### config.mk
export PLATFORM = sky130hd
export DESIGN_NAME = trace_cycle_packer
export DESIGN_NICKNAME = d
export VERILOG_FILES = /design/src/rtl/tpk_pkg.sv /design/src/rtl/tpk_slot_fmt.sv /design/src/rtl/tpk_ctrl.sv /design/src/rtl/tpk_assembler.sv /design/src/rtl/trace_cycle_packer.sv
export SDC_FILE = /design/constraint.sdc
export NUM_CORES = 1
export LEC_CHECK = 0
export ABC_AREA = 1
export BUFFER_PORTS_ARGS = -buffer_cell sky130_fd_sc_hd__buf_2
export CORE_MARGIN = 5
export CORE_UTILIZATION = 49
export CTS_BUF_LIST = sky130_fd_sc_hd__clkbuf_8
export DETAILED_ROUTE_END_ITERATION = 8
export PLACE_DENSITY = 0.7
export SETUP_SLACK_MARGIN = 0.2
export SKIP_LAST_GASP = 1
export SLEW_MARGIN = 40
export SYNTH_ARGS = -nofsm -noshare
export SYNTH_HDL_FRONTEND = slang
export SYNTH_SLANG_ARGS = --single-unit
### constraint.sdc
create_clock -name clk -period 3.4 [get_ports clk]
set_input_delay 0.68 -clock clk [delete_from_list [all_inputs] [get_ports clk]]
set_output_delay 0.68 -clock clk [all_outputs]
set_load 0.01 [all_outputs]
### src/rtl/tpk_pkg.sv
package tpk_pkg;

    localparam int STAT_W   = 3;
    localparam int PKT_MAX  = 16;
    localparam int WORD_W   = 32;
    localparam int SLOT_MAX = STAT_W + PKT_MAX + 1;
    localparam int IDX_W    = 2;
    localparam int SH_W     = 6;

    localparam logic [STAT_W-1:0] TRIG_CODE = '1;

    typedef enum logic [1:0] {
        PW4    = 2'b00,
        PW8    = 2'b01,
        PW16   = 2'b10,
        PW_BAD = 2'b11
    } port_w_e;

    typedef enum logic [1:0] {
        PM_NORMAL = 2'b00,
        PM_DEMUX  = 2'b01,
        PM_MUX    = 2'b10,
        PM_RSVD   = 2'b11
    } port_mode_e;

    typedef enum logic [1:0] {
        ST_IDLE,
        ST_RUN,
        ST_FLUSH,
        ST_REJECT
    } pk_state_e;

    // packet field width in bits for a port width
    function automatic logic [4:0] pkt_bits(port_w_e w);
        unique case (w)
            PW8:     return 5'd8;
            PW16:    return 5'd16;
            default: return 5'd4;
        endcase
    endfunction

    // bits per packed slot
    function automatic logic [4:0] slot_bits(port_w_e w);
        return 5'(STAT_W + 1) + pkt_bits(w);
    endfunction

    // index of the final slot in a word
    function automatic logic [IDX_W-1:0] last_slot(port_w_e w);
        unique case (w)
            PW4:     return 2'd2;
            PW8:     return 2'd1;
            default: return 2'd0;
        endcase
    endfunction

    function automatic logic cfg_supported(port_w_e w, port_mode_e m);
        return (w != PW_BAD) &&
               ((m == PM_NORMAL) || ((m == PM_DEMUX) && (w == PW8)));
    endfunction

endpackage

### src/rtl/tpk_slot_fmt.sv
module tpk_slot_fmt
    import tpk_pkg::*;
(
    input  port_w_e                 width,
    input  logic [STAT_W-1:0]       stat,
    input  logic [PKT_MAX-1:0]      pkt,
    input  logic                    sync,
    input  logic                    trig,
    output logic [SLOT_MAX-1:0]     slot
);

    logic [4:0]          pw;
    logic [PKT_MAX-1:0]  keep_mask;
    logic [PKT_MAX-1:0]  pkt_m;
    logic [STAT_W-1:0]   stat_f;

    always_comb begin
        pw        = pkt_bits(width);
        keep_mask = PKT_MAX'((33'd1 << pw) - 33'd1);
        pkt_m     = pkt & keep_mask;
        stat_f    = stat;
        if (trig) begin
            // in-band trigger: reserved status, true status in packet low bits
            pkt_m[STAT_W-1:0] = stat;
            stat_f            = TRIG_CODE;
        end
        slot = SLOT_MAX'(stat_f)
             | (SLOT_MAX'(pkt_m) << STAT_W)
             | (SLOT_MAX'(sync)  << (5'(STAT_W) + pw));
    end

endmodule

### src/rtl/tpk_ctrl.sv
module tpk_ctrl
    import tpk_pkg::*;
(
    input  logic       clk,
    input  logic       rst_n,
    input  logic       cap_en,
    input  logic       cfg_good,
    input  logic       partial,
    output pk_state_e  state,
    output logic       load_cfg,
    output logic       take,
    output logic       flush,
    output logic       drain_empty,
    output logic       cfg_err
);

    pk_state_e nxt;

    always_ff @(posedge clk or negedge rst_n) begin
        if (!rst_n) state <= ST_IDLE;
        else        state <= nxt;
    end

    always_comb begin
        nxt = state;
        unique case (state)
            ST_IDLE:   if (cap_en)  nxt = cfg_good ? ST_RUN : ST_REJECT;
            ST_RUN:    if (!cap_en) nxt = partial ? ST_FLUSH : ST_IDLE;
            ST_FLUSH:  nxt = ST_IDLE;
            ST_REJECT: if (!cap_en) nxt = ST_IDLE;
            default:   nxt = ST_IDLE;
        endcase
    end

    always_comb begin
        load_cfg    = 1'b0;
        take        = 1'b0;
        flush       = 1'b0;
        drain_empty = 1'b0;
        cfg_err     = 1'b0;
        unique case (state)
            ST_IDLE: begin
                drain_empty = 1'b1;
                load_cfg    = cap_en && cfg_good;
            end
            ST_RUN:    take    = cap_en;
            ST_FLUSH:  flush   = 1'b1;
            ST_REJECT: cfg_err = 1'b1;
            default:   drain_empty = 1'b0;
        endcase
    end

endmodule

### src/rtl/tpk_assembler.sv
module tpk_assembler
    import tpk_pkg::*;
(
    input  logic                  clk,
    input  logic                  rst_n,
    input  logic                  load_cfg,
    input  port_w_e               width_in,
    input  logic                  take,
    input  logic                  smp_valid,
    input  logic                  flush,
    input  logic [SLOT_MAX-1:0]   slot,
    output port_w_e               lat_w,
    output logic [WORD_W-1:0]     word_data,
    output logic                  word_valid,
    output logic                  partial
);

    logic [WORD_W-1:0] acc;
    logic [WORD_W-1:0] merged;
    logic [IDX_W-1:0]  idx;
    logic [SH_W-1:0]   shamt;

    always_comb begin
        shamt  = SH_W'(idx) * SH_W'(slot_bits(lat_w));
        merged = acc | (WORD_W'(slot) << shamt);
    end

    assign partial = (idx != '0);

    always_ff @(posedge clk or negedge rst_n) begin
        if (!rst_n) begin
            lat_w      <= PW4;
            acc        <= '0;
            idx        <= '0;
            word_data  <= '0;
            word_valid <= 1'b0;
        end else begin
            word_valid <= 1'b0;
            if (load_cfg) begin
                lat_w <= width_in;
                acc   <= '0;
                idx   <= '0;
            end else if (flush) begin
                word_data  <= acc;
                word_valid <= 1'b1;
                acc        <= '0;
                idx        <= '0;
            end else if (take && smp_valid) begin
                if (idx == last_slot(lat_w)) begin
                    word_data  <= merged;
                    word_valid <= 1'b1;
                    acc        <= '0;
                    idx        <= '0;
                end else begin
                    acc <= merged;
                    idx <= idx + 1'b1;
                end
            end
        end
    end

endmodule

### src/rtl/trace_cycle_packer.sv
module trace_cycle_packer
    import tpk_pkg::*;
(
    input  logic                  clk,
    input  logic                  rst_n,
    input  logic                  cap_en,
    input  logic [1:0]            width_sel,
    input  logic [1:0]            mode_sel,
    input  logic                  smp_valid,
    input  logic [STAT_W-1:0]     smp_stat,
    input  logic [PKT_MAX-1:0]    smp_pkt,
    input  logic                  smp_sync,
    input  logic                  smp_trig,
    output logic                  word_valid,
    output logic [WORD_W-1:0]     word_data,
    output logic                  drain_empty,
    output logic                  cfg_err
);

    pk_state_e             st;
    port_w_e               lat_w;
    logic                  load_cfg;
    logic                  take;
    logic                  flush;
    logic                  partial;
    logic                  cfg_good;
    logic [SLOT_MAX-1:0]   slot;

    assign cfg_good = cfg_supported(port_w_e'(width_sel), port_mode_e'(mode_sel));

    tpk_ctrl u_ctrl (
        .clk         (clk),
        .rst_n       (rst_n),
        .cap_en      (cap_en),
        .cfg_good    (cfg_good),
        .partial     (partial),
        .state       (st),
        .load_cfg    (load_cfg),
        .take        (take),
        .flush       (flush),
        .drain_empty (drain_empty),
        .cfg_err     (cfg_err)
    );

    tpk_slot_fmt u_fmt (
        .width (lat_w),
        .stat  (smp_stat),
        .pkt   (smp_pkt),
        .sync  (smp_sync),
        .trig  (smp_trig),
        .slot  (slot)
    );

    tpk_assembler u_asm (
        .clk        (clk),
        .rst_n      (rst_n),
        .load_cfg   (load_cfg),
        .width_in   (port_w_e'(width_sel)),
        .take       (take),
        .smp_valid  (smp_valid),
        .flush      (flush),
        .slot       (slot),
        .lat_w      (lat_w),
        .word_data  (word_data),
        .word_valid (word_valid),
        .partial    (partial)
    );

endmodule

# ---- After elaboration in Yosys (flattened, before gate mapping)
# Cells that the tools add are included.
dict set report word_totals {
  out_inout_bits 35
  elab_cells 78
  in_bits 29
  ff_bits 71
}
dict set report classes {
  n_eq_ne 12
  n_bitwise 5
  add_sub_neg 4
  muxes 33
  n_reduce_logical 14
  n_mul 1
  shift 3
}
# op n
set op_table {}
lappend op_table {{$mux W32} 7}
lappend op_table {{$or A32 B32 Y32} 1}
lappend op_table {{$shl A20 B6 Y32} 1}
lappend op_table {{$mux W2} 12}
lappend op_table {{$or A20 B20 Y20} 1}
lappend op_table {{$shl A1 B5 Y20} 1}
lappend op_table {{$or A3 B19 Y19} 1}
lappend op_table {{$and A16 B16 Y16} 1}
lappend op_table {{$shl A1 B5 Y16 const A} 1}
lappend op_table {{$sub A16 B1 Y16 const B} 1}
lappend op_table {{$pmux W5 S2} 1}
lappend op_table {{$mux W1} 9}
lappend op_table {{$eq A2 B1 Y1 const B} 4}
lappend op_table {{$ne A2 B2 Y1 const B} 4}
lappend op_table {{$pmux W2 S4} 1}
lappend op_table {{$eq A2 B2 Y1 const B} 3}
lappend op_table {{$logic_not A2 Y1} 3}
lappend op_table {{$mul A2 B5 Y6} 1}
lappend op_table {{$mux W3} 2}
lappend op_table {{$reduce_and A3 Y1} 2}
lappend op_table {{$reduce_bool A2 Y1} 3}
lappend op_table {{$add A2 B5 Y5 const A} 1}
lappend op_table {{$add A3 B5 Y5 const A} 1}
lappend op_table {{$logic_and A1 B1 Y1} 4}
lappend op_table {{other kinds (6)} 6}

# ---- Logic depth before layout (Yosys ltp)
dict set report depth {
  word_depth 14
  ltp_mapped 17
  mapped_depth_nobuf 16
}

# ---- By module
# Synthesis repeated with hierarchy kept, for this count alone.
dict set report unflattened {
  hier_cells 649
  hier_area_um2 4399.2
}
# mod instances area_per_inst_um2 cells_per_inst seq_area_each_um2
set by_module_without_submodules {}
lappend by_module_without_submodules {tpk_assembler 1 3966.3 558 1726.7}
lappend by_module_without_submodules {tpk_slot_fmt 1 277.8 63 0.0}
lappend by_module_without_submodules {tpk_ctrl 1 132.6 22 50.0}
lappend by_module_without_submodules {trace_cycle_packer 1 22.5 6 0.0}

# ---- Worst setup path before layout
# OpenSTA, ideal clock, no wires.
dict set report synth_path {
  path_type {reg2reg}
  from {reg u_asm.lat_w[0]}
  to {reg u_asm.word_data[10]}
  path_slack_ns 0.721
  synth_period_minus_slack_ns 2.679
  required_time_ns 3.282
  arrival_ns 2.561
  path_buffers 3
  path_stages_with_launch 15
  setup_time_ns 0.118
  cell_sequence {dfrtp_1 > inv_1 > ha_1 > buf_2 > nand2_1 > inv_1 > ha_1 > fa_1 > clkbuf_1 > inv_1 > nand2_1 > buf_2 > nor2_1 > a21oi_1 > o21ai_2}
}
dict set report synth_between {
  elab_chain_len 13
  word_cells_on_any_way 26
  classes_between {3 x add/sub; 1 x mul; 3 x eq/ne; 3 x shift; 9 x mux; 4 x bitwise; 3 x reduce/logical}
}
# element line_no
set synth_rtl {}
lappend synth_rtl {{start: declaration} tpk_assembler.sv:12} ;# output port_w_e lat_w,
lappend synth_rtl {{start signal: assignment} tpk_assembler.sv:40} ;# lat_w <= width_in;
lappend synth_rtl {{parallel branches: the longest is 13 deep, another holds $mul A2 B5 Y6} n/a}
lappend synth_rtl {{end signal: assignment} tpk_assembler.sv:50} ;# word_data <= merged;
lappend synth_rtl {{end: declaration} tpk_assembler.sv:13} ;# output logic [WORD_W-1:0] word_data,
# Parallel ways; which one is timed is not known. The select of a mux whose other input is x is not followed.
# A chain may end at the register's enable or synchronous reset.

# ---- Worst setup path after layout
dict set report layout_path {
  from {reg u_asm.lat_w[0]}
  to {reg u_asm.word_data[7]}
}
# Same word-level chain as after synthesis.

==> results_dict.tcl <==
set metrics [dict create \
    fin_ws_ns 0.461 \
    start_kind "flip-flop" \
    r2r.worst_path.cells 12 \
    num_rows 33 \
    synth_area_mm2 0.00412 \
    cts.sinks 71 \
    tns_ns 0 \
    vias 3937 \
    cp_slowest_cell "ha_1" \
    cap_violations 0 \
    gr-total-overflow 0 \
    clk_pin_slew_ns 0.08 \
    initialDrtViolationCount 190 \
    avgViaCountPerCell 5.33 \
    cp.arrival_ns 3.19 \
    use_met1_pct 34.8 \
    fin_crit_sh_pct 86.4 \
    path_class "flip-flop to flip-flop" \
    reg2reg_slack_ns 0.46 \
    dpl_cell_area_mm2 0.00447 \
    post_drt_wl_per_cell_um 15.6 \
    coreArea_mm2 0.00822 \
    track_usage_pct 23.4 \
    synth-seq-cells 71 \
    rsz0062_at_grt "false" \
    rr_startpoint "u_asm.lat_w[0]" \
    power.density_mw_per_mm2 1010 \
    grtUsageMet3_pct 4.34 \
    hp-class "primary input to asynchronous set/reset pin" \
    fin_crit_ns 2.94 \
    grt_pass1_vias 3699 \
    finalInstanceArea_mm2 0.00469 \
    top_usage_layer "met1" \
    numCtsBuffers 9 \
    multi_input_area_mm2 0.00202 \
    finalHoldViolations 0 \
    grt_use_met2_pct 34.7 \
    place_congestion 0.937 \
    ys_warn_count 0 \
    grt_first_pass_wirelength_um 18800 \
    synthCells 573 \
    yosysTopAreaCell "dfrtp_1" \
    die_h_um 102 \
    critPathMostFrequentCell "inv_1" \
    cp-end-kind "flip-flop" \
    fin_worst_skew_ns 0.00812 \
    fp.dieArea_mm2 0.0103 \
    setup_viol 0 \
    synth_nets 610 \
    required_ns 3.66 \
    regArea_mm2 0.00178 \
    status "finished clean" \
    layout.nets 665 \
    fin_hold_ws_ns 0.365 \
    clockBufferDepth 2 \
    dp_hpwl_um 8460 \
    cts_root_buf "clkbuf_8" \
    antenna_found_initial 0 \
    slowest_delay_ns 0.42 \
    drc 0 \
    crit_fanout 13 \
    max_freq_mhz 340 \
    postRouteAntennaNets 0 \
    ir_drop_mv 0.516 \
    path_cells "inv_1, ha_1, nand2_1, inv_1, ha_1, fa_1, a21o_1, nand2_2, nand2_2, inv_1, nand4_1, a21oi_1" \
    io_pins 64 \
    drive_gt1_share_pct 16.7 \
    cts_tree "built" \
    final_cells 738 \
    grt_max_degree 49 \
    cellLeakagePower_uw 0.00254 \
    fillers 805 \
    maxSlewHeadroom_pct 54.9 \
    initial_core_util_pct 50.1 \
    yosysSeqAreaShare_pct 43.1 \
    die_x_um 102 \
    pre_cts_slack_ns 0.340 \
    port_buffers 63 \
    finalMaxSlewViolations 0 \
    ys_types 37 \
    routed_wl_um 11500 \
    dp.cells 722 \
    synth_top_area_share_pct 43.1 \
    dr.pass1.iters 5 \
    worst_slew_pin_slew_ns 0.676 \
    diodes 0 \
    htreeDepth 3 \
    yosys-top-cells-area "dfrtp_1 43%, nand2_1 16%, a21oi_1 6.6%" \
    postCtsSetupBuffers 0 \
    avgSynthCellArea_um2 7.19 \
    worstReg2RegEnd "u_asm.word_data[7]" \
    area_growth_syn_to_layout_pct 13.9 \
    worstSkewPairLatency_ns 0.34 \
]
==> per-layer routing <==
metal	part of all wire [%]	routed length, um	vias up
met5	0	0	-
li1	-	-	1958
met2	44	5070	128
met1	48	5570	1836
met4	1.5	175	0
met3	6.3	722	15
==> how the worst max path moves through the flow <==
stage / cells past startpoint / start / slack [ns] / to
after floorplan: 14 / u_asm.lat_w[0] / 0.72 / u_asm.word_data[10]
after global placement: 13 / u_asm.lat_w[0] / 0.46 / u_asm.acc[14]
after detailed placement: 12 / u_asm.lat_w[0] / 0.34 / u_asm.word_data[7]
after CTS: 12 / u_asm.lat_w[0] / 0.27 / u_asm.word_data[7]
after global routing: 14 / u_asm.lat_w[0] / 0.25 / u_asm.word_data[28]
final: 12 / u_asm.lat_w[0] / 0.46 / u_asm.word_data[7]
==> cell type report <==
type	count	share of cell area (%)
tap	105	2.80
timing repair buffer	68	7.79
sequential	71	37.9
clock buffer	10	2.94
inverter	50	4.08
multi-input combinational	428	43.0
clock inverter	6	1.47
==> synth_stat cells (all sizes together) <==
cell type / count
o21ai: 45
a21oi: 55
xnor2: 1
o22ai: 2
ha: 7
o211ai: 2
o31ai: 1
a21o: 2
dfrtp: 71
mux2i: 1
a22oi: 7
clkbuf: 7
inv: 49
nand2: 186
o21a: 1
or2: 1
nand4: 4
nand3: 37
and2: 1
buf: 17
nor2: 73
nor3b: 1
fa: 1
clkinv: 1
==> worst max-delay path, delay by kind of cell (launching register included) <==
kind / cells / cell delay, ns
buf+inv: 3 / 0.49
flops: 1 / 0.38
fa+ha+maj: 3 / 1.00
compound gates: 2 / 0.39
simple gates: 4 / 0.60
==> sequential cells by signal (all words and copies together) (netlist names) <==
| name | flops |
|---|---|
| u_asm.idx | 2 |
| u_asm.acc | 32 |
| u_ctrl.state | 2 |
| u_asm.word_data | 32 |
| u_asm.word_valid | 1 |
| u_asm.lat_w | 2 |
==> repair_timing <==
item,4_1_cts,5_1_grt
resized for setup,0,2
setup endpoints to repair,0,15
hold buffers,0,0
endpoints found under the hold margin,0,0
==> cells by family (layout without fill, tap and decap cells) <==
| group | Yosys count | count (layout) | synth area share (%) |
|---|---|---|---|
| xor+xnor | 1 | 1 | 0.213 |
| fa+ha+maj | 8 | 8 | 2.61 |
| buf+inv | 74 | 134 | 8.05 |
| mux | 1 | 1 | 0.243 |
| flops | 71 | 71 | 43.1 |
| compound gates | 115 | 115 | 15.6 |
| simple gates | 303 | 303 | 30.2 |
==> cells in the final DEF (no fill, tap or decap), types with 4 or more instances in the layout <==
cell type / instances
o21ai_1: 10
ha_1: 7
nand2_2: 6
dfrtp_1: 71
nand2_1: 180
buf_2: 63
o21ai_0: 32
nor2_1: 71
inv_2: 5
buf_4: 4
a22oi_1: 7
clkbuf_8: 10
inv_1: 42
nand3_1: 35
a21oi_1: 54
nand4_1: 4
==> per-stage QoR <==
stage | total power (uW) | util (%)
global placement | 3990 | 54.4
CTS | 4740 | 57.0
detailed placement | 4020 | 54.4
floorplan | 3240 | -
global route | 5160 | 57.1
finish | 4730 | 57.1
==> power breakdown <==
group          internal (uW)  switching [uW]
Sequential              1160             171
Clock                    363             343
Combinational            841            1850
No activity file was read; power rests on OpenSTA's default activity.
